[src/rtl/rtc_alarm_pkg.sv]
package rtc_alarm_pkg;

  localparam int unsigned BYTE_W = 8;

  localparam int unsigned ADR_A1_SEC  = 'h0C;
  localparam int unsigned ADR_A1_MIN  = 'h0D;
  localparam int unsigned ADR_A1_HOUR = 'h0E;
  localparam int unsigned ADR_A1_DAY  = 'h0F;
  localparam int unsigned ADR_CTRL    = 'h10;
  localparam int unsigned ADR_STAT    = 'h11;
  localparam int unsigned ADR_A2_MIN  = 'h12;
  localparam int unsigned ADR_A2_HOUR = 'h13;
  localparam int unsigned ADR_A2_DAY  = 'h14;

  localparam logic [BYTE_W-1:0] OFF_BYTE  = 8'h80;
  localparam logic [BYTE_W-1:0] MASK_SM   = 8'h7F;
  localparam logic [BYTE_W-1:0] MASK_HD   = 8'h3F;

  typedef struct packed {
    logic [BYTE_W-1:0] sec;
    logic [BYTE_W-1:0] min;
    logic [BYTE_W-1:0] hour;
    logic [BYTE_W-1:0] day;
  } alarm_cfg_t;

  // bit 7 set means the byte takes no part in the match
  function automatic logic byte_ok(input logic [BYTE_W-1:0] cfg,
                                   input logic [BYTE_W-1:0] now,
                                   input logic [BYTE_W-1:0] mask);
    return cfg[BYTE_W-1] | ((cfg & mask) == (now & mask));
  endfunction

endpackage

[src/rtl/rtc_alarm_cmp.sv]
module rtc_alarm_cmp
  import rtc_alarm_pkg::*;
#(
  parameter bit HAS_SEC = 1'b1
) (
  input  alarm_cfg_t        cfg,
  input  logic [BYTE_W-1:0] cur_sec,
  input  logic [BYTE_W-1:0] cur_min,
  input  logic [BYTE_W-1:0] cur_hour,
  input  logic [BYTE_W-1:0] cur_dow,
  input  logic [BYTE_W-1:0] cur_date,
  output logic              hit
);

  logic              sec_ok;
  logic [BYTE_W-1:0] day_src;

  generate
    if (HAS_SEC) begin : g_sec
      assign sec_ok = byte_ok(cfg.sec, cur_sec, MASK_SM);
    end else begin : g_top_of_min
      assign sec_ok = ((cur_sec & MASK_SM) == '0);
    end
  endgenerate

  assign day_src = cfg.day[6] ? cur_dow : cur_date;

  assign hit = sec_ok
             & byte_ok(cfg.min,  cur_min,  MASK_SM)
             & byte_ok(cfg.hour, cur_hour, MASK_HD)
             & byte_ok(cfg.day,  day_src,  MASK_HD);

endmodule

[src/rtl/rtc_alarm_flag.sv]
module rtc_alarm_flag (
  input  logic clk,
  input  logic rst_n,
  input  logic set,
  input  logic clr,
  output logic flag
);

  always_ff @(posedge clk) begin
    if (!rst_n)   flag <= 1'b0;
    else if (set) flag <= 1'b1;
    else if (clr) flag <= 1'b0;
  end

  a_r8_sticky: assert property (@(posedge clk) disable iff (!rst_n)
    (flag && !clr) |=> flag);

  a_r8_clear: assert property (@(posedge clk) disable iff (!rst_n)
    (clr && !set) |=> !flag);

  a_r9_set_wins: assert property (@(posedge clk) disable iff (!rst_n)
    set |=> flag);

endmodule

[src/rtl/rtc_alarm_regs.sv]
module rtc_alarm_regs
  import rtc_alarm_pkg::*;
#(
  parameter int unsigned ADDR_W = 5,
  parameter int unsigned N_ALM  = 2
) (
  input  logic              clk,
  input  logic              rst_n,
  input  logic              we,
  input  logic [ADDR_W-1:0] addr,
  input  logic [BYTE_W-1:0] wdata,
  output alarm_cfg_t        cfg [N_ALM],
  output logic [N_ALM-1:0]  irq_en
);

  alarm_cfg_t       a1_q, a2_q;
  logic [N_ALM-1:0] en_q;

  function automatic logic hit_at(input logic [ADDR_W-1:0] a, input int unsigned target);
    return (32'(a) == target);
  endfunction

  always_ff @(posedge clk) begin
    if (!rst_n) begin
      a1_q <= '{sec: OFF_BYTE, min: OFF_BYTE, hour: OFF_BYTE, day: OFF_BYTE};
      a2_q <= '{sec: OFF_BYTE, min: OFF_BYTE, hour: OFF_BYTE, day: OFF_BYTE};
      en_q <= '0;
    end else if (we) begin
      if (hit_at(addr, ADR_A1_SEC))  a1_q.sec  <= wdata;
      if (hit_at(addr, ADR_A1_MIN))  a1_q.min  <= wdata;
      if (hit_at(addr, ADR_A1_HOUR)) a1_q.hour <= wdata;
      if (hit_at(addr, ADR_A1_DAY))  a1_q.day  <= wdata;
      if (hit_at(addr, ADR_A2_MIN))  a2_q.min  <= wdata;
      if (hit_at(addr, ADR_A2_HOUR)) a2_q.hour <= wdata;
      if (hit_at(addr, ADR_A2_DAY))  a2_q.day  <= wdata;
      if (hit_at(addr, ADR_CTRL))    en_q      <= wdata[N_ALM-1:0];
    end
  end

  always_comb begin
    cfg[0]     = a1_q;
    cfg[1]     = a2_q;
    cfg[1].sec = OFF_BYTE;
  end

  assign irq_en = en_q;

endmodule

[src/rtl/rtc_alarm_match.sv]
module rtc_alarm_match
  import rtc_alarm_pkg::*;
#(
  parameter int unsigned ADDR_W = 5
) (
  input  logic              clk,
  input  logic              rst_n,
  input  logic              tick,
  input  logic [7:0]        cur_sec,
  input  logic [7:0]        cur_min,
  input  logic [7:0]        cur_hour,
  input  logic [7:0]        cur_dow,
  input  logic [7:0]        cur_date,
  input  logic              reg_we,
  input  logic [ADDR_W-1:0] reg_addr,
  input  logic [7:0]        reg_wdata,
  output logic [7:0]        reg_rdata,
  output logic              irq
);

  localparam int unsigned N_ALM = 2;

  alarm_cfg_t       cfg [N_ALM];
  logic [N_ALM-1:0] irq_en;
  logic [N_ALM-1:0] hit, flag, clr;
  logic             stat_wr;

  rtc_alarm_regs #(.ADDR_W(ADDR_W), .N_ALM(N_ALM)) u_regs (
    .clk(clk), .rst_n(rst_n), .we(reg_we), .addr(reg_addr),
    .wdata(reg_wdata), .cfg(cfg), .irq_en(irq_en)
  );

  assign stat_wr = reg_we && (32'(reg_addr) == ADR_STAT);

  generate
    for (genvar i = 0; i < N_ALM; i++) begin : g_alm
      rtc_alarm_cmp #(.HAS_SEC(i == 0)) u_cmp (
        .cfg(cfg[i]), .cur_sec(cur_sec), .cur_min(cur_min),
        .cur_hour(cur_hour), .cur_dow(cur_dow), .cur_date(cur_date),
        .hit(hit[i])
      );
      assign clr[i] = stat_wr && !reg_wdata[i];
      rtc_alarm_flag u_flag (
        .clk(clk), .rst_n(rst_n), .set(tick && hit[i]),
        .clr(clr[i]), .flag(flag[i])
      );
    end
  endgenerate

  assign irq = |(flag & irq_en);

  always_comb begin
    case (32'(reg_addr))
      ADR_A1_SEC:  reg_rdata = cfg[0].sec;
      ADR_A1_MIN:  reg_rdata = cfg[0].min;
      ADR_A1_HOUR: reg_rdata = cfg[0].hour;
      ADR_A1_DAY:  reg_rdata = cfg[0].day;
      ADR_CTRL:    reg_rdata = {{(BYTE_W-N_ALM){1'b0}}, irq_en};
      ADR_STAT:    reg_rdata = {{(BYTE_W-N_ALM){1'b0}}, flag};
      ADR_A2_MIN:  reg_rdata = cfg[1].min;
      ADR_A2_HOUR: reg_rdata = cfg[1].hour;
      ADR_A2_DAY:  reg_rdata = cfg[1].day;
      default:     reg_rdata = '0;
    endcase
  end

  a_r7_no_set_without_tick: assert property (@(posedge clk) disable iff (!rst_n)
    (!tick && (flag == '0)) |=> (flag == '0));

  a_r6_a2_top_of_minute: assert property (@(posedge clk) disable iff (!rst_n)
    (tick && !flag[1] && (cur_sec[6:0] != 7'd0)) |=> !flag[1]);

  a_r10_irq_needs_flag: assert property (@(posedge clk) disable iff (!rst_n)
    (flag == '0) |-> !irq);

endmodule

[config.mk]
export PLATFORM = sky130hd
export DESIGN_NAME = rtc_alarm_match
export DESIGN_NICKNAME = d
export VERILOG_FILES = /design/src/rtl/rtc_alarm_pkg.sv /design/src/rtl/rtc_alarm_cmp.sv /design/src/rtl/rtc_alarm_flag.sv /design/src/rtl/rtc_alarm_regs.sv /design/src/rtl/rtc_alarm_match.sv
export SDC_FILE = /design/constraint.sdc
export NUM_CORES = 1
export LEC_CHECK = 0
export BUFFER_PORTS_ARGS = -buffer_cell sky130_fd_sc_hd__buf_2
export CAP_MARGIN = 30
export CELL_PAD_IN_SITES_DETAIL_PLACEMENT = 1
export CELL_PAD_IN_SITES_GLOBAL_PLACEMENT = 1
export CORE_ASPECT_RATIO = 0.6
export CORE_MARGIN = 2
export CORE_UTILIZATION = 24
export DETAILED_ROUTE_END_ITERATION = 12
export PLACE_DENSITY = 0.49
export SLEW_MARGIN = 20
export SYNTH_ARGS = -nofsm -noshare
export SYNTH_HDL_FRONTEND = slang
export SYNTH_SLANG_ARGS = --single-unit
[constraint.sdc]
create_clock -name clk -period 3.27 [get_ports clk]
set_clock_uncertainty 0.15 [all_clocks]
set_input_delay 0.4905 -clock clk [delete_from_list [all_inputs] [get_ports clk]]
set_output_delay 0.4905 -clock clk [all_outputs]
set_load 0.01 [all_outputs]
### Yosys cells after proc, flatten, opt, wreduce, memory -nomap -nowiden

Cells that the tools add are included.
Widths: inputs -> output; s select.

| word-level totals | value |
|---|---|
| bits in registers | 60 |
| latch bits | 0 |
| bits in writable memories | 0 |
| ROM bits | 0 |
| input port bits | 57 |
| output and inout bits | 9 |
| logic and storage cells | 66 |
| memories | 0 |

| operators by class | value |
|---|---|
| add/sub/neg operators | 0 |
| multiply operators | 0 |
| divide/modulo/power cells | 0 |
| $lt $le $gt $ge | 0 |
| equality and inequality tests | 16 |
| shift-type cells | 0 |
| multiplexer cells | 7 |
| bitwise logic cells | 14 |
| reduce and logical (&&, ||, !) cells | 19 |

Operator list:

| cell | number |
|---|---|
| $pmux 8 s9 | 1 |
| $eq 5x5->1 const B | 5 |
| $eq 6x6->1 | 4 |
| $eq 7x7->1 | 3 |
| $eq 5x4->1 const B | 4 |
| $reduce_and 2->1 | 8 |
| $mux 6 | 2 |
| $logic_not 8->1 | 1 |
| $or 1x1->1 | 7 |
| $and 1x1->1 | 6 |
| $logic_and 1x1->1 | 5 |
| $mux 1 | 4 |
| $reduce_bool 2->1 | 2 |
| $and 2x2->2 | 1 |
| $logic_not 1->1 | 2 |
| $reduce_or 2->1 | 1 |

### Depth between registers and ports, before layout

| logic depth | value |
|---|---|
| word-level depth | 7 |
| gate-level depth with buffers | 7 |
| depth with buffers taken out | 5 |

### By module

Synthesis repeated with hierarchy kept, for this count alone.

| second synthesis, totals | value |
|---|---|
| cell total of the unflattened synthesis | 380 |
| area, all modules | 3642.2 um2 |

Modules (own cells, without submodules):

| module | instances | cells each | area each (um2) | seq. area each (um2) |
|---|---|---|---|---|
| rtc_alarm_regs | 1 | 217 | 2260.9 | 1161.1 |
| rtc_alarm_match | 1 | 78 | 634.4 | 0.0 |
| rtc_alarm_cmp at g_alm[0].u_cmp | 1 | 43 | 365.4 | 0.0 |
| rtc_alarm_cmp at g_alm[1].u_cmp | 1 | 36 | 299.0 | 0.0 |
| rtc_alarm_flag | 2 | 3 | 41.3 | 20.0 |

### Worst setup path after synthesis

OpenSTA, ideal clock, no wires.

| timing path | value |
|---|---|
| path kind | input to output |
| start point | input reg_addr[1] |
| end point | output reg_rdata[1] |
| arrival time | 1.543 ns |
| data required time | 2.629 ns |
| setup slack | 1.087 ns |
| stages | 5 |
| path buffers | 2 |
| cells stage by stage | buf_2 -> clkbuf_1 -> mux4_2 -> a22oi_1 -> nand2_1 |

| between the ends | value |
|---|---|
| cells in the longest elaborated chain, start to end | 2 |
| elaborated cells between the ends (all ways) | 10 |
| classes of those cells | eq/ne: 9; mux: 1 |

Ends and longest elaborated chain:

| element | line | text |
|---|---|---|
| start, declared | rtc_alarm_match.sv:15 | `input logic [ADDR_W-1:0] reg_addr,` |
| $eq 5x5->1 / $eq 5x4->1 (equally long branches) | rtc_alarm_match.sv:53 | `case (32'(reg_addr))` |
| $pmux 8 s9 * | rtc_alarm_match.sv:53 |  |
| end, declared | rtc_alarm_match.sv:17 | `output logic [7:0] reg_rdata,` |

Mark *: on every way between the ends. The rest lies on a longest branch, timed or not.

### Worst setup path after layout

| timing path | value |
|---|---|
| start point | input reg_addr[1] |
| end point | output reg_rdata[5] |

Same word-level chain as after synthesis.

==> impl_metrics.toml <==
[pwr]
p_comb_share_pct = 9.8
seqPwrFrac_pct = 40.9
vdd_drop_max_v = 0.0001659
clkPwrFrac_pct = 49.3
p_switching_w = 0.0004420
leakagePower_nw = 1.547
swShare_pct = 24.19
internal_power_w = 0.001385
power_density_nw_per_um2 = 434.0
power_w = 0.001827

[clocking]
clock-sinks = 60
clkTransAtPathRegs_ns = 0.05
cts_hold_buf = 0
cts_tree = "built"
htreeDepth = 3
clk-insertion-delay-late_ns = 0.33
cts.repair.resized = 0
numCtsBuffers = 9
post_cts_buffers = 0
cts.path.max_buffers = 2
root_buffer = "clkbuf_16"

[setup_path]
endpoint_kind = "output pin"
crit_required_ns = 2.63
path_class = "input pin to output pin"
slowest_stage = "buf_2"
max_stage_delay_ns = 0.34
cp_common_cell = "buf_2"
r2r_cells = 5
worstPathArrival_ns = 2.01
start_kind = "input pin"
crit_chain = "buf_2 > nor2_1 > and4b_1 > a221oi_1 > o21ai_0 > buf_2"
critPathMaxFanout = 18

[die]
die_h_um = 97.20
core_area_um2 = 14340
std_cell_rows = 34
io_pins = 66
dieArea_um2 = 15490
initial_core_util_pct = 24.24
die_w_um = 159.3

[grt]
grt_usage_pct = 17.17
antenna_found_initial = 0
grt_pass1_vias = 3054
gr-total-overflow = 0
grt_max_degree = 40
grt_pass1_wl_um = 19530

[synth]
ys_seq_area_share_pct = 34.57
netlist_instances = 369
syn_nets = 426
ys_types = 42
syn_avg_cell_area_um2 = 9.416
yosys_register_bits = 60
syn_area_um2 = 3475
synthFlopType = "dfxtp_1"
yosysWarnings = 0
synthArstFlopShare_pct = 0
synth_edf_count = 0

[cells_and_area]
n_fill_cell = 1671
drive_above_1_share_pct = 20.57
diodes = 0
stdcell_count = 621
syn2layout_area_growth_pct = 21.17
fin_nets = 475
layout_common_cells = "62 x mux2i_1, 60 x dfxtp_1, 57 x buf_2"
layout_commonest_cell = "mux2i_1"

[timing]
setup_viol = 0
setup_slack_ns = 0.6152
finalHoldWorstSlack_ns = 0.3608
finalMaxSlewViolations = 0
fmax_mhz = 376.7
finalHoldViolations = 0
fin_crit_sh_pct = 81.19
tightestPinTransition_ns = 0.6723
tns_ns = 0
rsz0062_at_grt = "no"
post-route-min-period_ns = 2.655
maxSlewHeadroom_pct = 55.18

[detailed_routing]
drc = 0
ant_nets = 0
wl_um = 12920
drtIter0Drc = 224
dr.pass1.iters = 4
vias_per_cell = 4.723
vias = 2933
wire_per_inst_um = 20.81

[placement]
place_ws_ns = 0.6519
gp_congestion = 0.8436
portBuffers = 57
dp_cells = 605
dp_hpwl_um = 9931

[hold_path]
hold_depth = 2
min_path_type = "flop to flop"

[outcome]
status = "finished, final reports clean"

[job]
cap_violations = 0
synth_stat cells, types with 5 or more instances:
library cell / number / area, um2
buf_2: 7 / 35.03
clkbuf_1: 13 / 48.80
a221oi_1: 5 / 43.79
nor2_1: 5 / 18.77
nor2b_1: 39 / 244.0
xnor2_1: 22 / 192.7
a22oi_1: 8 / 60.06
nand2_1: 31 / 116.4
o21ai_0: 6 / 30.03
a21boi_0: 13 / 97.59
nor4_1: 7 / 43.79
mux2i_1: 62 / 620.6
xor2_1: 23 / 201.4
nand3_1: 24 / 120.1
dfxtp_1: 60 / 1201
per-layer routing:
layer / GRT usage (%) / up-vias / part of all wire, %
met5: 0 / - / 0
met4: 2.517 / 0 / 0.33
met3: 4.609 / 5 / 8.3
met2: 22.81 / 88 / 39
met1: 27.32 / 1421 / 52
li1: - / 1419 / -
layout make-up:
class                           instances  area [um2]  share of cell area, %
Clock inverter                          1       5.005                 0.1189
Multi-Input combinational cell        284        2152                  51.11
Inverter                                1       3.754                0.08915
Tap cell                              198       247.7                  5.884
Sequential cell                        60        1201                  28.53
Clock buffer                           15       277.8                  6.597
Timing Repair Buffer                   62       322.8                  7.667
per-stage QoR:
stage               utilization [%]  instance area (um2)
finish                        29.37                 4210
detailed placement            27.40                 3928
global placement              27.40                 3928
global route                  29.37                 4210
floorplan                         -                 3475
CTS                           29.37                 4210
final timing paths:
| check | from | end | slack, ns |
|---|---|---|---|
| max | reg_addr[1] | reg_rdata[5] | 0.62 |
| min | u_regs.cfg[7] | u_regs.cfg[7] | 0.36 |
| max reg2reg | u_regs.cfg[6] | g_alm[1].u_flag.flag | 1.10 |
| min reg2reg | u_regs.cfg[7] | u_regs.cfg[7] | 0.36 |
worst max-delay path, delay by kind of cell:
kind | cells | cell delay (ns)
AO/OA/AOI/OAI | 2 | 0.54
buffers and inverters | 2 | 0.52
AND/OR/NAND/NOR | 2 | 0.46
power groups by stage:
stage | sequential [W] | clock, W | combinational [W]
floorplan | 0.000758 | 0 | 0.0000952
global placement | 0.000762 | 0 | 0.000178
detailed placement | 0.000762 | 0 | 0.000180
CTS | 0.000747 | 0.000923 | 0.000181
global route | 0.000747 | 0.000956 | 0.000195
finish | 0.000747 | 0.000901 | 0.000179
flip-flops by register name, summed over array words and instances, names as in the netlist:
signal and flops:
u_regs.irq_en 2, u_regs.cfg 56, g_alm.u_flag.flag 2
logic make-up after synthesis:
| group | after synthesis | synth area share [%] |
|---|---|---|
| AND/OR/NAND/NOR | 121 | 19.37 |
| AO/OA/AOI/OAI | 50 | 10.77 |
| multiplexers | 68 | 20.45 |
| XOR/XNOR | 45 | 11.34 |
| buffers and inverters | 25 | 3.493 |
| flip-flops | 60 | 34.57 |
Note: power is estimated with default switching activity, not from simulation.
